--- src/rtl/adc_seq_pkg.sv ---
package adc_seq_pkg;

    localparam int NUM_CH  = 2;
    localparam int CHSEL_W = 2;

    localparam logic [CHSEL_W-1:0] CHSEL_NONE = 2'd0;
    localparam logic [CHSEL_W-1:0] CHSEL_A    = 2'd1;
    localparam logic [CHSEL_W-1:0] CHSEL_B    = 2'd2;

    typedef enum logic [2:0] {
        ST_IDLE  = 3'd0,
        ST_WARM  = 3'd1,
        ST_PICK0 = 3'd2,
        ST_PICK1 = 3'd3,
        ST_EVAL  = 3'd4,
        ST_REST  = 3'd5
    } seq_state_e;

    typedef struct packed {
        logic               pd;
        logic [CHSEL_W-1:0] chsel;
        logic               eval;
    } adc_drive_t;

    // Output drive decoded from the sequencer state.
    function automatic adc_drive_t drive_for(seq_state_e st);
        adc_drive_t d;
        d.pd    = 1'b0;
        d.chsel = CHSEL_NONE;
        d.eval  = 1'b0;
        case (st)
            ST_IDLE:  d.pd    = 1'b1;
            ST_REST:  d.pd    = 1'b1;
            ST_PICK0: d.chsel = CHSEL_A;
            ST_PICK1: d.chsel = CHSEL_B;
            ST_EVAL:  d.eval  = 1'b1;
            default:  d.pd    = 1'b0;
        endcase
        return d;
    endfunction

    // Sample state that belongs to a channel index.
    function automatic seq_state_e pick_state(int idx);
        return (idx == 0) ? ST_PICK0 : ST_PICK1;
    endfunction

    // Timed phases share one counter.
    function automatic logic is_timed(seq_state_e st);
        return (st == ST_WARM) || (st == ST_REST);
    endfunction

endpackage

--- src/rtl/adc_seq_timer.sv ---
module adc_seq_timer #(
    parameter int W = 16
) (
    input  logic         clk,
    input  logic         rst,
    input  logic         clear,
    input  logic         run,
    input  logic [W-1:0] limit,
    output logic         expired
);
    logic [W-1:0] cnt_q;
    logic [W:0]   cnt_inc;

    assign cnt_inc = {1'b0, cnt_q} + {{W{1'b0}}, 1'b1};
    // A limit of zero behaves as one cycle.
    assign expired = run && (cnt_inc >= {1'b0, limit});

    always_ff @(posedge clk) begin
        if (rst || clear || expired) begin
            cnt_q <= '0;
        end else if (run) begin
            cnt_q <= cnt_inc[W-1:0];
        end
    end
endmodule

--- src/rtl/adc_seq_fsm.sv ---
module adc_seq_fsm
    import adc_seq_pkg::*;
(
    input  logic       clk,
    input  logic       rst,
    input  logic       enable,
    input  logic       low_power,
    input  logic       go_continuous,
    input  logic       adc_valid,
    input  logic       timer_expired,
    output seq_state_e state,
    output logic       timer_run,
    output logic       timer_clear,
    output logic       timer_sel_rest
);
    seq_state_e state_q, state_d;

    always_comb begin
        state_d = state_q;
        case (state_q)
            ST_IDLE:  if (enable) state_d = ST_WARM;
            ST_WARM:  if (timer_expired) state_d = ST_PICK0;
            ST_PICK0: if (adc_valid) state_d = ST_PICK1;
            ST_PICK1: if (adc_valid) state_d = ST_EVAL;
            ST_EVAL:  state_d = (!low_power || go_continuous) ? ST_PICK0 : ST_REST;
            ST_REST:  if (timer_expired) state_d = ST_WARM;
            default:  state_d = ST_IDLE;
        endcase
        if (!enable) begin
            state_d = ST_IDLE;
        end
    end

    always_ff @(posedge clk) begin
        if (rst) begin
            state_q <= ST_IDLE;
        end else begin
            state_q <= state_d;
        end
    end

    assign state          = state_q;
    assign timer_run      = is_timed(state_q) && enable;
    assign timer_clear    = !is_timed(state_q);
    assign timer_sel_rest = (state_q == ST_REST);
endmodule

--- src/rtl/adc_seq_capture.sv ---
module adc_seq_capture
    import adc_seq_pkg::*;
#(
    parameter int DW = 10,
    parameter int NCH = NUM_CH
) (
    input  logic                    clk,
    input  logic                    rst,
    input  logic                    enable,
    input  seq_state_e              state,
    input  logic                    adc_valid,
    input  logic [DW-1:0]           adc_data,
    output logic [NCH-1:0][DW-1:0]  values
);
    for (genvar gi = 0; gi < NCH; gi++) begin : g_chan
        localparam seq_state_e OWN_ST = pick_state(gi);
        logic [DW-1:0] val_q;

        always_ff @(posedge clk) begin
            if (rst) begin
                val_q <= '0;
            end else if (enable && adc_valid && (state == OWN_ST)) begin
                val_q <= adc_data;
            end
        end

        assign values[gi] = val_q;
    end
endmodule

--- src/rtl/adc_scan_sequencer.sv ---
module adc_scan_sequencer
    import adc_seq_pkg::*;
#(
    parameter int PWR_W = 8,
    parameter int SLP_W = 16,
    parameter int DW    = 10
) (
    input  logic               clk,
    input  logic               rst,
    input  logic               enable,
    input  logic               low_power,
    input  logic [PWR_W-1:0]   pwrup_cycles,
    input  logic [SLP_W-1:0]   sleep_cycles,
    input  logic               go_continuous,
    input  logic               adc_valid,
    input  logic [DW-1:0]      adc_data,
    output logic               adc_pd,
    output logic [CHSEL_W-1:0] adc_chsel,
    output logic [DW-1:0]      ch0_value,
    output logic [DW-1:0]      ch1_value,
    output logic               eval_pulse
);
    localparam int CNT_W = (PWR_W > SLP_W) ? PWR_W : SLP_W;

    seq_state_e               state;
    logic                     timer_run;
    logic                     timer_clear;
    logic                     timer_sel_rest;
    logic                     timer_expired;
    logic [CNT_W-1:0]         timer_limit;
    logic [NUM_CH-1:0][DW-1:0] values;
    adc_drive_t               drive;

    assign timer_limit = timer_sel_rest ? CNT_W'(sleep_cycles) : CNT_W'(pwrup_cycles);

    adc_seq_fsm u_fsm (
        .clk            (clk),
        .rst            (rst),
        .enable         (enable),
        .low_power      (low_power),
        .go_continuous  (go_continuous),
        .adc_valid      (adc_valid),
        .timer_expired  (timer_expired),
        .state          (state),
        .timer_run      (timer_run),
        .timer_clear    (timer_clear),
        .timer_sel_rest (timer_sel_rest)
    );

    adc_seq_timer #(.W(CNT_W)) u_timer (
        .clk     (clk),
        .rst     (rst),
        .clear   (timer_clear),
        .run     (timer_run),
        .limit   (timer_limit),
        .expired (timer_expired)
    );

    adc_seq_capture #(.DW(DW), .NCH(NUM_CH)) u_capture (
        .clk       (clk),
        .rst       (rst),
        .enable    (enable),
        .state     (state),
        .adc_valid (adc_valid),
        .adc_data  (adc_data),
        .values    (values)
    );

    assign drive      = drive_for(state);
    assign adc_pd     = drive.pd;
    assign adc_chsel  = drive.chsel;
    assign eval_pulse = drive.eval;
    assign ch0_value  = values[0];
    assign ch1_value  = values[1];
endmodule

--- config.mk ---
export PLATFORM = sky130hd
export DESIGN_NAME = adc_scan_sequencer
export DESIGN_NICKNAME = d
export VERILOG_FILES = /design/src/rtl/adc_seq_pkg.sv /design/src/rtl/adc_seq_timer.sv /design/src/rtl/adc_seq_fsm.sv /design/src/rtl/adc_seq_capture.sv /design/src/rtl/adc_scan_sequencer.sv
export SDC_FILE = /design/constraint.sdc
export NUM_CORES = 1
export LEC_CHECK = 0
export BUFFER_PORTS_ARGS = -buffer_cell sky130_fd_sc_hd__clkbuf_2
export CAP_MARGIN = 20
export CORE_UTILIZATION = 56
export DETAILED_ROUTE_END_ITERATION = 6
export PLACE_DENSITY_LB_ADDON = 0.3
export SETUP_SLACK_MARGIN = 0.4
export SLEW_MARGIN = 10
export SYNTH_ARGS = -nofsm -noshare
export SYNTH_HDL_FRONTEND = slang
export SYNTH_SLANG_ARGS = --single-unit
--- constraint.sdc ---
create_clock -name clk -period 4.8 [get_ports clk]
set_clock_uncertainty 0.2 [all_clocks]
set_input_delay 0 -clock clk [delete_from_list [all_inputs] [get_ports clk]]
set_output_delay 0 -clock clk [all_outputs]
set_load 0.02 [all_outputs]
# Word-level counts from Yosys, hierarchy flattened
# Cells that the tools add are included.
# totals
latch_bits	0
reg_bits	39
output_inout_bits	24
in_bits	40
romBits	0
ramBits	0
memories	0
elab_cells	41
# classes
shift	0
eq_ne	9
n_mux	10
div	0
reduce_logical	15
n_lt_le_gt_ge	1
addsub	1
n_mul	0
bitwise	1
# op_table
operator	count
case mux 3 bit (6 select lines)	1
adder 16 x 1 -> 17 bit (second input constant)	1
greater-or-equal comparator 17 x 16 -> 1 bit	1
two-way mux 16 bit	1
two-way mux 3 bit	5
equality test 3 x 2 -> 1 bit (second input constant)	2
equality test 3 bit (second input constant)	2
logical AND 1 bit	5
logical OR 1 bit	4
!= test 2 x 1 -> 1 bit (second input constant)	2
!= test 2 bit (second input constant)	2
case mux 2 bit (2 select lines)	1
AND reduction 4 bit	1
OR reduction 2 bit	2
equality test 3 x 1 -> 1 bit (second input constant)	1
logical NOT 3 bit	1
logical NOT 1 bit	2
two-way mux 1 bit	2
inverter 1 bit	1

# Longest topological paths before layout
# Gate-level depths: netlist of run 1.
# logic_depth
word_depth	6
mapped_depth	13
ltp_nobuf	11

# Hierarchy
# Synthesis of run 1 repeated with hierarchy kept, for this count alone.
# hier_totals
hier_cells	306
area_unflattened_um2	2691.3
# modules_own_cells
mod	seq_area_each_um2	area_per_inst_um2	n_inst	cells_per_inst
adc_seq_timer	320.3	1395.1	1	167
adc_seq_capture	400.4	873.3	1	91
adc_seq_fsm	60.1	216.5	1	25
adc_scan_sequencer	0.0	206.4	1	23

# Worst setup path after synthesis of run 1
# OpenSTA, ideal clock, no wires.
# synth_path
kind	register to register
from	register u_timer.cnt_q[0]
to	register u_timer.cnt_q[11]
stages_incl_launch_ff	13
t_required_ps	4536
period_less_slack_ps	3146
t_arrival_ps	2882
setup_slack_ps	1654
setup_time_ps	64
n_path_buf	1
path_cell_list	dfxtp_1 > ha_1 > nand3_1 > or2_2 > nor2_1 > xor2_1 > ha_1 > a21o_1 > a2111o_1 > a41oi_2 > a31oi_2 > buf_6 > nor2_1
# synth_via
elab_chain_cells	4
# synth_lines
item	line	rtl
start: declaration	adc_seq_timer.sv:11	logic [W-1:0] cnt_q;
start signal: assignment	adc_seq_timer.sv:22	cnt_q <= cnt_inc[W-1:0];
adder 16 x 1 -> 17 bit	adc_seq_timer.sv:14	assign cnt_inc = {1'b0, cnt_q} + {{W{1'b0}}, 1'b1};
named net u_timer.cnt_inc[14]	adc_seq_timer.sv:12	logic [W:0] cnt_inc;
greater-or-equal comparator 17 x 16 -> 1 bit	adc_seq_timer.sv:16	assign expired = run && (cnt_inc >= {1'b0, limit});
logical AND 1 bit	adc_seq_timer.sv:16	
logical OR 1 bit	adc_seq_timer.sv:19	if (rst || clear || expired) begin
# The timed path passes the listed nets, and every way through them passes these cells.
# A chain may end at the register's enable or synchronous reset.

# Final worst setup path of run 1
# layout_path
from	register u_timer.cnt_q[0]
to	register u_fsm.state_q[0], in the netlist u_fsm.state[0]
# layout_via
elab_chain_cells	5
elab_cells_between_ends	6
cone_classes	add/sub (1); order compare (1); eq/ne (2); reduce/logical (2)
# layout_lines
item	line	rtl
adder 16 x 1 -> 17 bit *	adc_seq_timer.sv:14	
named net u_timer.cnt_inc[14]	adc_seq_timer.sv:12	
greater-or-equal comparator 17 x 16 -> 1 bit *	adc_seq_timer.sv:16	
logical AND 1 bit *	adc_seq_timer.sv:16	
!= test 2 x 1 -> 1 bit (no source line)	n/a	
AND reduction 4 bit (no source line) *	n/a	
end signal: assignment	adc_seq_fsm.sv:38	state_q <= state_d;
end: declaration	adc_seq_fsm.sv:16	seq_state_e state_q, state_d;
# The timed path passes the listed nets; every way through them passes the cells marked *.

==> results of run 1 <==
Yosys cell counts, types with 2 or more instances:
cell type,n
clkbuf_1,4
nor3_1,6
nand3_1,5
nand2_1,33
nand4_1,7
and2_1,2
inv_1,5
or4b_2,2
buf_6,2
nor2_1,54
buf_2,2
a21oi_1,5
buf_4,2
dfxtp_1,39
xor2_1,11
o21ai_0,7
nor2b_1,3
and3_1,3
nand2b_1,2
mux2i_1,28
xnor2_1,18
a211oi_1,2
ha_1,17
cell families (layout without fill, tap and decap cells):
family / after synthesis / after routing
multiplexers: 28 / 28
XOR/XNOR: 29 / 29
flip-flops: 39 / 39
AO/OA/AOI/OAI: 25 / 25
buffers and inverters: 16 / 91
AND/OR/NAND/NOR: 125 / 125
adder cells (fa/ha/maj): 17 / 17
report_power, final:
part           internal, uW  leakage, uW  total, uW  switching [uW]
sequential              325     0.000314        328            2.97
combinational          30.9     0.000884       59.1            28.2
clock                   155    0.0000581        274             120
total                   510      0.00126        661             151
state kept, by name, indices dropped and copies added, names as in the netlist:
register / count
u_timer.cnt_q: 16
u_capture.g_chan.val_q: 20
u_fsm.state: 3
critical path, stage by stage, from the launching register on:
cell and delay, ns:
dfxtp_1 0.43, ha_1 0.23, nand3_1 0.24, or2_2 0.42, nor2_1 0.14, xor2_1 0.21, ha_1 0.30, nand3_1 0.15
nor3_1 0.07, a32oi_1 0.24, nand4_1 0.24, a21oi_1 0.18, dlygate4sd3_1 0.56
final timing paths:
path	start	to	cells past startpoint	slack [ns]
worst max-delay path	u_timer.cnt_q[0]	u_fsm.state[0]	12	1.14
worst min-delay path	rst	u_capture.g_chan[1].val_q[2]	2	0.02
worst min register to register	u_capture.g_chan[1].val_q[3]	u_capture.g_chan[1].val_q[3]	2	0.30
worst max register to register	u_timer.cnt_q[0]	u_fsm.state[0]	12	1.14
layout make-up:
type	instances	area [um2]
multi-input cells	224	1500
inverters	5	18.8
flip-flops and latches	39	781
clock inverters	3	43.8
fillers	300	1090
well taps	50	62.6
clock buffers	5	68.8
repair buffers	78	465
layer usage:
layer	track usage, %	vias to the layer above	part of all wire [%]
met1	33.4	980	45
met5	0	-	0
li1	-	1105	-
met2	41.8	71	47
met4	8.78	0	1.6
met3	5.14	9	5.7
stage by stage:
step                      setup WS (ns)  utilization, %  cell area (um2)
after floorplan                    1.65               -             2370
after global placement             1.30            66.5             2680
after detailed placement           1.23            66.5             2680
after CTS                          1.15            73.0             2940
after global routing              0.877            73.0             2940
final                              1.14            73.0             2940
==> flow_summary.ini, run 1 <==
[sta]
report.final.slew_viol_count = 0
hold-worst-slack_ns = 0.0221
maxSlewHeadroom_pct = 48.4
max_freq_mhz = 273
worst_pin_slew_ns = 0.771
rsz0062_at_grt = no
finalCritPeriodShare_pct = 76.2
layout_min_cycle_time_ns = 3.66
number_of_hold_slack_violations_in_the_final_timing_report = 0
tns_ns = 0
setup_violation_total_in_the_final_timing_report = 0

[cts]
post-cts-setup-buffers = 0
cts.root.buffer_cell = clkbuf_8
cts-buffers-inserted = 5
cts_max_level = 2
ctsResizeCount = 0
cts.reportedPaths.clkPinSlew_ns = 0.08
cts.sink_count = 39
clock_tree_from_tritoncts = done
ctsLongestPathBuffers = 2
postCtsHoldBufs = 15
clk-insertion-delay-late_ns = 0.29

[finish]
final-instance-count-excl-fill = 404
nNetsFinal = 410
num_antenna_cells = 0
final_cell_mix = clkbuf_2, nor2_1, dfxtp_1
layout_cells_sized_above_1_pct = 22.0
final_common_cell = clkbuf_2
synthToLayoutAreaGrowth_pct = 24.2

[synth]
synth.mux.area_fraction_pct = 11.8
post_synth.cell_area_avg_um2 = 8.49
mappedNetlistArea_um2 = 2370
synth_fp_nets = 336
synthAdderAreaFrac_pct = 8.98
synth_top_cell_area_share_pct = 32.9
most_used_flip_flop_cell_after_synthesis = dfxtp_1
synth-seq-cells = 39
synth_compound_area_share_pct = 7.60
synth_top_cell_by_area = dfxtp_1
ys_async_sr_fraction_pct = 0
synth.distinct_cells = 43
synth_edf_count = 0
synth_top_family_by_area = simple AND/OR/NAND/NOR gates
synth-warning-count = 0
post_synth_xor_area_fraction_pct = 10.7
synth_top_cells_by_area = dfxtp_1, mux2i_1, ha_1
synth.yosys.seq_area_share_pct = 32.9
synthCells = 279
synth_simple_gate_area_share_pct = 24.3

[grt]
combined_global_route_utilization_of_all_metal_layers_pct = 25.7
grt_antenna_before_repair = 0
first_global_vias = 1923
pin_count_of_the_biggest_net_entering_global_routing = 26
grt_remaining_overflow = 0
first_pass_grt_wire_length_um = 8730

[floorplanning]
die_x_um = 67.1
fp.dieArea_um2 = 4500
placementRows = 23
die_h_um = 67.1
io_pins = 64
core_area_um2 = 4030
start_util_pct = 58.8

[routing]
vias = 2165
detail_route.drc_violations = 0
drt_wl_total_um = 5280
detail-route-antenna-nets = 0
routed_via_density = 5.36
first_iter_violations = 152
first_pass_iters = 4
wl_per_cell_um = 13.1

[outcome]
status = finished, final reports clean

[setup_path]
path_class = reg -> reg
critical_path_arrival_ns = 3.70
critPathMaxFanout = 7
cp-start-kind = flip-flop
critPathCaptureType = flip-flop
required_ns = 4.84

[placement]
placedCellCount = 381
place.detailed.hpwl_um = 3760
routabilityCongestion = 0.876
numPortBuffers = 63

[run]
max_cap_violations = 0

[pwr]
power.density_nw_per_um2 = 225
design_power_total_uw = 661
p_leak_uw = 0.00126
maximum_vdd_drop_uv = 198

[worst_hold_path]
hold_class = in -> reg
Power figures use the tool's default switching activity.
==> inputs of run 2 (changes only) <==
--- a/config.mk
+++ b/config.mk
@@ -7,7 +7,7 @@
 export LEC_CHECK = 0
 export BUFFER_PORTS_ARGS = -buffer_cell sky130_fd_sc_hd__clkbuf_2
 export CAP_MARGIN = 20
-export CORE_UTILIZATION = 56
+export CORE_UTILIZATION = 47
 export DETAILED_ROUTE_END_ITERATION = 6
 export PLACE_DENSITY_LB_ADDON = 0.3
 export SETUP_SLACK_MARGIN = 0.4
==> constraint.sdc (replaced) <==
create_clock -name clk -period 3.3 [get_ports clk]
set_clock_uncertainty 0.2 [all_clocks]
set_input_delay 0 -clock clk [delete_from_list [all_inputs] [get_ports clk]]
set_output_delay 0 -clock clk [all_outputs]
set_load 0.02 [all_outputs]
==> flow_summary.ini, run 2 (synthesis results as in run 1) <==
[finish]
flip_flop_count_of_the_largest_register_all_copies_and_words_added = 20
final_common_cell = clkbuf_2
num_antenna_cells = 0
final_cell_mix = clkbuf_2, nor2_1, nand2_1
layout_cells_sized_above_1_pct = 39.9
nNetsFinal = 437
synthToLayoutAreaGrowth_pct = 44.6
largest-register = u_capture.g_chan.val_q

[cts]
ctsLongestPathBuffers = 2
clk-insertion-delay-late_ns = 0.30
cts.root.buffer_cell = clkbuf_8
cts.sink_count = 39
cts-buffers-inserted = 5
cts_max_level = 2
cts.reportedPaths.clkPinSlew_ns = 0.08
clock_tree_from_tritoncts = done

[floorplanning]
placementRows = 25
die_h_um = 73.0
fp.dieArea_um2 = 5330
io_pins = 64
start_util_pct = 49.5
core_area_um2 = 4790
die_x_um = 73.0

[grt]
combined_global_route_utilization_of_all_metal_layers_pct = 22.7
grt_antenna_before_repair = 0
grt_remaining_overflow = 0
first_pass_grt_wire_length_um = 9290
pin_count_of_the_biggest_net_entering_global_routing = 26
first_global_vias = 2103

[routing]
detail-route-antenna-nets = 0
first_iter_violations = 112
drt_wl_total_um = 6270
vias = 2311
first_pass_iters = 4
routed_via_density = 5.16
wl_per_cell_um = 14.0
detail_route.drc_violations = 0

[setup_path]
crit_path_cell_trace = nand2_1, or3_4, nor2_4, xor2_2, ha_1, a21o_1, a2111o_1, a41oi_2, a31oi_4, buf_12, nor2_2
reg2reg_path_depth = 11
critical_path.n_buffers_inverters = 1
r2r_start = u_timer.cnt_q[11]
path_class = reg -> reg
cp-start-kind = flip-flop
required_ns = 3.34
critical_path_arrival_ns = 2.93
family_of_cells_with_the_greatest_summed_delay_on_the_critical_path = compound AO/OA/AOI/OAI gates
critical-path-max-stage-delay_ns = 0.41
ff2ff_setup_slack_ns = 0.41
crit-reg2reg-capture = u_timer.cnt_q[6]
critPathCaptureType = flip-flop
crit_path_top_delay_cell = or3_4
critPathMaxFanout = 8

[placement]
place_worst_setup_slack_ns = 0.201
place.detailed.hpwl_um = 4200
numPortBuffers = 63
routabilityCongestion = 0.837

[sta]
report.final.slew_viol_count = 0
max_freq_mhz = 346
setup_violation_total_in_the_final_timing_report = 0
number_of_hold_slack_violations_in_the_final_timing_report = 0
rsz0062_at_grt = yes
tns_ns = 0
layout_min_cycle_time_ns = 2.89
maxSlewHeadroom_pct = 58.5
setup_ws_ns = 0.408
finalCritPeriodShare_pct = 87.6
worst_pin_slew_ns = 0.623

[pwr]
p_leak_uw = 0.00142
maximum_vdd_drop_uv = 231
power.density_nw_per_um2 = 268

[worst_hold_path]
min_delay_path_depth = 2
hold_path.startpoint = rst
hold_class = in -> reg
hold_path_end = u_capture.g_chan[1].val_q[9]

[run]
max_cap_violations = 0

[outcome]
status = finished, final reports clean
==> run 2: layout make-up <==
| class | instances | area (um2) |
|---|---|---|
| Timing Repair Buffer | 105 | 706 |
| Fill cell | 366 | 1360 |
| Sequential cell | 39 | 806 |
| Tap cell | 67 | 83.8 |
| Multi-Input combinational cell | 224 | 1720 |
| Clock buffer | 5 | 68.8 |
| Inverter | 5 | 18.8 |
| Clock inverter | 3 | 23.8 |
==> run 2: per-stage QoR <==
| step | power, uW | cell area, um2 | hold slack, ns | std cells | util [%] |
|---|---|---|---|---|---|
| floorplan | 526 | 2420 | -0.0528 | 279 | - |
| global placement | 565 | 2850 | 0.0529 | 410 | 59.5 |
| detailed placement | 566 | 2850 | 0.0608 | 410 | 59.5 |
| CTS | 920 | 3180 | 0.0131 | 439 | 66.5 |
| global route | 950 | 3430 | 0.0578 | 448 | 71.6 |
| finish | 918 | 3430 | 0.0109 | 448 | 71.6 |
==> run 2: repair_timing <==
action	4_1_cts	5_1_grt
resized for setup	15	48
hold endpoints to repair	25	0
setup buffers	5	9
hold buffers	15	0
setup endpoints to repair	15	19
cloned	1	0
pin swaps	14	21
==> run 2: power breakdown <==
group	internal [uW]	total [uW]	switching, uW	leakage, uW
clock network	151	341	190	0.0000408
logic	53.9	106	52.6	0.00106
registers	469	470	1.25	0.000322
==> run 2: worst reg2reg max path, cell delays in order, from the launching register on <==
cell and delay [ns]:
dfxtp_4 0.37, nand2_1 0.09, or3_4 0.41, nor2_4 0.14, xor2_2 0.15, ha_1 0.26, a21o_1 0.18, a2111o_1 0.37
a41oi_2 0.23, a31oi_4 0.15, buf_12 0.18, nor2_2 0.10
==> run 2: worst max-delay path by stage <==
stage                      startpoint           endpoint  slack, ns  depth (start not counted)
finish              u_timer.cnt_q[11]   u_timer.cnt_q[6]       0.41                         11
global route        u_timer.cnt_q[11]   u_timer.cnt_q[6]       0.29                         11
CTS                  u_timer.cnt_q[0]   u_timer.cnt_q[1]       0.35                         12
detailed placement   u_timer.cnt_q[0]   u_timer.cnt_q[1]       0.20                         12
global placement     u_timer.cnt_q[0]   u_timer.cnt_q[1]       0.26                         12
floorplan            u_timer.cnt_q[4]  u_timer.cnt_q[11]       0.41                         12
==> run 2: per-layer routing <==
metal,GRT usage [%],routed length (um)
met1,29.4,2910
met4,7.41,80
met2,37.1,3040
met3,5.25,247
met5,0,0
==> inputs of run 3 (changes only) <==
--- a/config.mk
+++ b/config.mk
@@ -7,8 +7,9 @@
 export LEC_CHECK = 0
 export BUFFER_PORTS_ARGS = -buffer_cell sky130_fd_sc_hd__clkbuf_2
 export CAP_MARGIN = 20
-export CORE_UTILIZATION = 47
+export CORE_UTILIZATION = 53
 export DETAILED_ROUTE_END_ITERATION = 6
+export MAX_ROUTING_LAYER = met4
 export PLACE_DENSITY_LB_ADDON = 0.3
 export SETUP_SLACK_MARGIN = 0.4
 export SLEW_MARGIN = 10
==> constraint.sdc (replaced) <==
create_clock -name clk -period 2.9 [get_ports clk]
set_clock_uncertainty 0.2 [all_clocks]
set_input_delay 0 -clock clk [delete_from_list [all_inputs] [get_ports clk]]
set_output_delay 0 -clock clk [all_outputs]
set_load 0.02 [all_outputs]
==> flow_summary.ini, run 3 (synthesis results as in run 1) <==
[placement]
place.detailed.hpwl_um = 4420
placedCellCount = 401
place_worst_setup_slack_ns = -0.0474
numPortBuffers = 63
routabilityCongestion = 0.922

[pwr]
power.density_nw_per_um2 = 316
seq_power_share_pct = 51.9
p_comb_share_pct = 11.1
total_switching_power_uw = 271
proportion_of_power_drawn_by_the_clock_network_pct = 37.0
p_int_uw = 764
maximum_vdd_drop_uv = 223
switching_share_pct = 26.2
p_leak_uw = 0.00143

[finish]
nNetsFinal = 438
synthToLayoutAreaGrowth_pct = 38.3
final_common_cell = clkbuf_2
layout_cells_sized_above_1_pct = 33.8
final_cell_mix = clkbuf_2, nor2_1, dfxtp_1
area.sequential_um2 = 793
fin_util_pct = 79.1
flip_flop_count_of_the_largest_register_all_copies_and_words_added = 20
largest-register = u_capture.g_chan.val_q
final-instance-count-excl-fill = 432
num_antenna_cells = 0
fill_cells = 267
multi_input_area_um2 = 1620

[run]
max_cap_violations = 0

[setup_path]
critical_path_arrival_ns = 2.87
required_ns = 2.88
critPathCaptureType = flip-flop
crit_path_top_delay_cell = a2111oi_4
crit_path_start = u_timer.cnt_q[0]
crit_path_cell_trace = ha_4, nand3_4, or2_4, buf_6, xnor2_1, ha_1, nand4_1, a2111oi_4, o31ai_4, a31oi_4, buf_12, nor2_1
path_class = reg -> reg
critical-path-max-stage-delay_ns = 0.46
r2r_start = u_timer.cnt_q[0]
cp-start-kind = flip-flop
critPathMaxFanout = 15

[grt]
combined_global_route_utilization_of_all_metal_layers_pct = 29.3
grt_remaining_overflow = 0
pin_count_of_the_biggest_net_entering_global_routing = 26
first_global_vias = 2266
first_pass_grt_wire_length_um = 9780
grt_antenna_before_repair = 0

[sta]
layout_min_cycle_time_ns = 2.89
maxSlewHeadroom_pct = 59.6
number_of_hold_slack_violations_in_the_final_timing_report = 0
hold-worst-slack_ns = 0.0274
tns_ns = 0
setup_violation_total_in_the_final_timing_report = 0
setup_ws_ns = 0.00868
max_freq_mhz = 346
worst_pin_slew_ns = 0.606
rsz0062_at_grt = yes
report.final.slew_viol_count = 0
finalCritPeriodShare_pct = 99.7

[routing]
routed_via_density = 5.60
wl_per_cell_um = 15.9
first_pass_iters = 4
detail_route.drc_violations = 0
detail-route-antenna-nets = 0
vias = 2419
first_iter_violations = 133
drt_wl_total_um = 6860

[floorplanning]
die_h_um = 68.9
fp.dieArea_um2 = 4740
start_util_pct = 57.2
core_area_um2 = 4140
placementRows = 23
io_pins = 64
die_x_um = 68.9

[outcome]
status = finished, final reports clean

[cts]
ctsLongestPathBuffers = 2
cts.root.buffer_cell = clkbuf_8
cts.sink_count = 39
clk-insertion-delay-late_ns = 0.30
cts.reportedPaths.clkPinSlew_ns = 0.09
cts-buffers-inserted = 5
clock_tree_from_tritoncts = done
cts_max_level = 2

[worst_hold_path]
hold_path.startpoint = rst
hold_class = in -> reg
==> run 3: cell count changes in the layout (fill, tap and decap cells not counted), sizes merged <==
| cell | previous run | this run |
|---|---|---|
| inv | 6 | 5 |
| clkbuf | 69 | 68 |
| clkinv | 0 | 2 |
| dlygate4sd3 | 15 | 13 |
| clkinvlp | 2 | 1 |
| buf | 26 | 30 |
==> run 3: final cells by class <==
cell class / instances / area share [%]
clock buffer: 5 / 2.10
multi-input combinational: 224 / 49.4
sequential: 39 / 24.2
inverter: 5 / 0.573
tap: 50 / 1.91
timing repair buffer: 106 / 21.1
clock inverter: 3 / 0.764
==> run 3: final timing paths <==
kind,endpoint,depth (start not counted),slack [ns]
worst max register to register,u_timer.cnt_q[13],12,0.009
worst min register to register,u_capture.g_chan[1].val_q[8],2,0.30
worst min-delay path,u_capture.g_chan[0].val_q[2],2,0.03
worst max-delay path,u_timer.cnt_q[13],12,0.009
==> run 3: power by group through the flow <==
| stage | clock network, uW | registers, uW | logic (uW) |
|---|---|---|---|
| after floorplan | 0 | 553 | 46.1 |
| after global placement | 0 | 552 | 91.3 |
| after detailed placement | 0 | 552 | 93.1 |
| after CTS | 382 | 537 | 108 |
| after global routing | 406 | 538 | 124 |
| final | 383 | 538 | 115 |
==> run 3: per-layer routing <==
layer  vias to the layer above  routed length [um]  GRT usage, %
li1                       1170                   -             -
met1                      1119                2810          32.5
met2                       100                3390          49.5
met3                        30                 425          5.76
met4                         0                 239          14.8
met5                         -                   0             -
==> run 3: repair_timing <==
item,4_1_cts,5_1_grt
setup buffers,6,4
endpoints found under the setup margin,19,19
endpoints found under the hold margin,24,0
hold buffers,13,0
resized for setup,15,11
pin swaps,4,5
==> run 3: metrics by stage <==
stage	total power (uW)	instance area, um2
2_1_floorplan	599	2430
3_3_place_gp	643	2890
3_5_place_dp	645	2890
4_1_cts	1030	3200
5_1_grt	1070	3280
6_report	1040	3280
==> run 3: critical path: cells and delay by family, from the launching register on <==
family / cells / cell delay (ns)
AOI/OAI and AO/OA: 3 / 0.73
and+or+nand+nor: 4 / 0.62
buffers and inverters: 2 / 0.28
xor gates and xnor gates: 1 / 0.12
DFF: 1 / 0.37
adders and majority gates: 2 / 0.45
